File: src/rtl/pfc_pkg.sv
package pfc_pkg;
  localparam int CAUSE_W   = 5;
  localparam int FLAGS_W   = 5;
  localparam int PRIV_W    = 2;
  localparam int ACC_W     = 2;

  localparam int BIT_V = 0;
  localparam int BIT_R = 1;
  localparam int BIT_W = 2;
  localparam int BIT_X = 3;
  localparam int BIT_U = 4;

  localparam logic [PRIV_W-1:0] PRIV_SUP = 2'd1;

  localparam logic [CAUSE_W-1:0] CAUSE_NONE  = 5'd0;
  localparam logic [CAUSE_W-1:0] CAUSE_FETCH = 5'd12;
  localparam logic [CAUSE_W-1:0] CAUSE_LOAD  = 5'd13;
  localparam logic [CAUSE_W-1:0] CAUSE_STORE = 5'd15;

  typedef enum logic [ACC_W-1:0] {
    ACC_FETCH = 2'd0,
    ACC_LOAD  = 2'd1,
    ACC_STORE = 2'd2,
    ACC_RSVD  = 2'd3
  } acc_e;

  typedef enum logic [1:0] {
    VERDICT_OK      = 2'd0,
    VERDICT_INVALID = 2'd1,
    VERDICT_PERM    = 2'd2,
    VERDICT_SUM     = 2'd3
  } verdict_e;
endpackage

File: src/rtl/pfc_out_stage.sv
module pfc_out_stage
  import pfc_pkg::*;
#(
  parameter int VA_W = 32
) (
  input  logic                clk_i,
  input  logic                rst_ni,
  input  logic                take,
  input  logic                fault_in,
  input  logic [CAUSE_W-1:0]  cause_in,
  input  logic [VA_W-1:0]     vaddr_in,
  input  logic                res_ready,
  input  logic                ack,
  output logic                res_valid,
  output logic                res_fault,
  output logic [CAUSE_W-1:0]  res_cause,
  output logic [VA_W-1:0]     res_tval,
  output logic                trapped
);
  always_ff @(posedge clk_i or negedge rst_ni) begin
    if (!rst_ni) begin
      res_valid <= 1'b0;
      res_fault <= 1'b0;
      res_cause <= CAUSE_NONE;
      res_tval  <= '0;
    end else if (take) begin
      res_valid <= 1'b1;
      res_fault <= fault_in;
      res_cause <= cause_in;
      res_tval  <= fault_in ? vaddr_in : '0;
    end else if (res_ready) begin
      res_valid <= 1'b0;
    end
  end

  always_ff @(posedge clk_i or negedge rst_ni) begin
    if (!rst_ni)
      trapped <= 1'b0;
    else if (take && fault_in)
      trapped <= 1'b1;
    else if (ack)
      trapped <= 1'b0;
  end
endmodule

File: config.mk
export PLATFORM = sky130hd
export DESIGN_NAME = pfc_out_stage
export DESIGN_NICKNAME = d
export VERILOG_FILES = /design/src/rtl/pfc_pkg.sv /design/src/rtl/pfc_out_stage.sv
export SDC_FILE = /design/constraint.sdc
export NUM_CORES = 1
export LEC_CHECK = 0
export BUFFER_PORTS_ARGS = -buffer_cell sky130_fd_sc_hd__buf_2
export CORE_MARGIN = 5
export CORE_UTILIZATION = 45
export CTS_BUF_LIST = sky130_fd_sc_hd__clkbuf_4
export CTS_CLUSTER_SIZE = 16
export DETAILED_ROUTE_END_ITERATION = 16
export GPL_TIMING_DRIVEN = 0
export PLACE_DENSITY = 0.88
export SETUP_SLACK_MARGIN = 0.5
export SLEW_MARGIN = 20
export SYNTH_ARGS = -nofsm -noshare
export SYNTH_HDL_FRONTEND = slang
export SYNTH_SLANG_ARGS = --single-unit
export TNS_END_PERCENT = 5
File: constraint.sdc
create_clock -name clk_i -period 1 [get_ports clk_i]
set_clock_uncertainty 0.15 [all_clocks]
set_input_delay 0.25 -clock clk_i [delete_from_list [all_inputs] [get_ports clk_i]]
set_output_delay 0.25 -clock clk_i [all_outputs]
set_load 0.005 [all_outputs]
==> run_results.csv <==
group,metric,value,unit
cts,cts_setup_buffers,0,
finish,drive_above_1_share,0.4637,
critical_path,rrSetupSlack,0.09,ns
placed_design,port_buffers,80,
critical_path,worstPathRequired,0.60,ns
detailed_routing,drc,0,
detailed_routing,num_vias,1377,
die,start_util,0.4755,
critical_path,crit_fanout,2,
power,powerDensity,1544,nW/um^2
timing,final-hold-violation-count,50,
grt,grt_pass1_wl,6506,um
cts,ctsHtreeMaxLevel,2,
critical_path,critPathTopFamily,"flip-flops",
detailed_routing,ant_nets,0,
critical_path,path_cells,"buf_2",
critical_path,worst_r2r_path_depth,1,
die,io_pins,83,
synthesis,synth-seq-cells,40,
timing,fmax,782.3,MHz
detailed_routing,post_drt_wl_per_cell,13.16,um
die,die-area,4878,um^2
placed_design,place_hpwl,2899,um
synthesis,synth_nets,203,
grt,track_usage,0.1675,
critical_path,crit_arrival,0.88,ns
grt,grt_pass1_vias,1443,
critical_path,start_kind,"flip-flop",
synthesis,yosysSeqAreaShare,0.6211,
timing,rsz0062_at_grt,"yes",
timing,setup_viol,40,
synthesis,syn_inst,160,
placed_design,placed_area,2073,um^2
hold_path,hold_path_class,"input port to async pin",
critical_path,crit_type,"flip-flop to output port",
die,core.rowCount,21,
cts,clock_latency,0.33,ns
finish,design_area,2196,um^2
timing,whs,-0.2908,ns
synthesis,syn-cell-area,1612,um^2
timing,tightestPinTransition,0.4903,ns
detailed_routing,dr.pass1.iters,3,
detailed_routing,vias_per_cell,4.684,
detailed_routing,wirelength,3870,um
synthesis,yosys_warnings,0,
critical_path,max_stage_delay,0.41,ns
cts,cts-buffers-inserted,5,
synthesis,syn_area_per_cell,10.07,um^2
timing,fin_ws,-0.2783,ns
cts,cts_max_path_buffers,2,
run_status,status,"finished, violations left",
placed_design,place_congestion,0.7566,
power,leakage,1.195,nW
cts,clock-sinks,40,
die,coreArea,3390,um^2
critical_path,rr_endpoint,"res_cause[2]",
timing,finalCritPeriodShare,1.278,
run_status,violations,"hold timing, setup timing",
timing,slew_viol_final,0,
flow_run,max_cap_violations,0,
die,die_h,69.85,um
timing,setup_tns,-10.30,ns
cts,root_buffer,"clkbuf_4",
die,die-width,69.85,um
grt,gr-total-overflow,0,
grt,antenna_found_initial,0,
placed_design,dp_slack,-0.1365,ns
critical_path,reg2reg_from,"res_cause[2]",
grt,grt_max_degree,41,
finish,syn_to_final_growth,36.26,%
synthesis,ys_types,13,
cts,clk_pin_slew,0.11,ns
timing,fin_crit,1.278,ns
finish,nets,290,
critical_path,slowest_stage,"dfrtp_1",
power,ir_drop,0.0009724,V
critical_path,worstSetupEndpointType,"output port",
cts,cts_tree,"done",
timing,slew_headroom,0.6731,
critical_path,path_buf_inv,1,
detailed_routing,drtIter0Drc,84,
finish,n_antenna_cell,0,
[logic make-up (layout without fill, tap and decap cells)]
logic type,Yosys count,count (layout),share of synthesized area
simple gates,33,33,0.1017
compound gates,35,35,0.1102
flops,40,40,0.6211
buf+inv,47,135,0.1250
mux,5,5,0.04192
[synth_stat cells]
cell | instances | share of area
a21o_1 | 1 | 0.0047
buf_2 | 7 | 0.022
buf_6 | 2 | 0.014
clkbuf_1 | 2 | 0.0047
clkbuf_2 | 1 | 0.0031
dfrtp_1 | 40 | 0.62
inv_1 | 35 | 0.082
mux2_2 | 2 | 0.014
mux2_4 | 3 | 0.028
nand2_1 | 1 | 0.0023
nand3_1 | 32 | 0.099
o21ai_0 | 29 | 0.090
o21ai_1 | 5 | 0.016
[report_power, final]
group,total [W],internal [W],switching [W],leakage [nW]
Combinational,0.000531,0.000259,0.000271,0.640
Sequential,0.00181,0.00175,0.0000652,0.510
Clock,0.00105,0.000551,0.000496,0.0456
[sequential cells by signal, indices dropped and copies added (netlist names)]
register / flops
res_cause: 5
res_tval: 32
res_valid: 1
trapped: 1
res_fault: 1
[metrics by stage]
step / util / total power (W) / instances
2_1_floorplan: - / 0.002050 / 160
3_3_place_gp: 0.6117 / 0.002324 / 286
3_5_place_dp: 0.6117 / 0.002344 / 286
4_1_cts: 0.6386 / 0.003413 / 294
5_1_grt: 0.6478 / 0.003583 / 294
6_report: 0.6478 / 0.003390 / 294
[cell usage in the layout, fill, tap and decap left out, types with 2 or more instances in the layout]
cell      count
buf_2        86
dfrtp_1      40
inv_1        35
nand3_1      32
o21ai_1      24
o21ai_2      10
clkbuf_4      6
clkbuf_2      3
mux2_4        3
mux2_2        2
[cell type report]
class,instances,area (um^2)
Sequential cell,40,1001
Clock buffer,6,45.04
Multi-Input combinational cell,73,446.7
Timing Repair Buffer,80,402.9
Fill cell,279,1194
Inverter,35,131.4
Buffer,12,76.32
Clock inverter,2,35.03
Tap cell,46,57.56
[how the worst max path moves through the flow]
stage	endpoint	start	depth (start not counted)	slack [ns]
final	res_tval[28]	res_tval[28]	1	-0.28
after global routing	trapped	trapped	1	-0.33
after detailed placement	res_tval[5]	take	3	-0.14
after CTS	res_tval[24]	res_tval[24]	1	-0.30
after global placement	res_tval[8]	rst_ni	1	-0.13
after floorplan	res_cause[2]	take	3	-0.04
[what timing repair did]
action	CTS	global route
resized for setup	33	10
setup endpoints to repair	120	80
endpoints found under the hold margin	69	54
pin swaps	20	27
[metal layers]
layer | track usage | vias to the layer above | part of all wire
met2 | 0.2707 | 47 | 0.51
met5 | 0 | - | 0
li1 | - | 690 | -
met3 | 0.05507 | 9 | 0.066
met4 | 0.07021 | 0 | 0.016
met1 | 0.2044 | 631 | 0.40
Power figures use the tool's default switching activity.
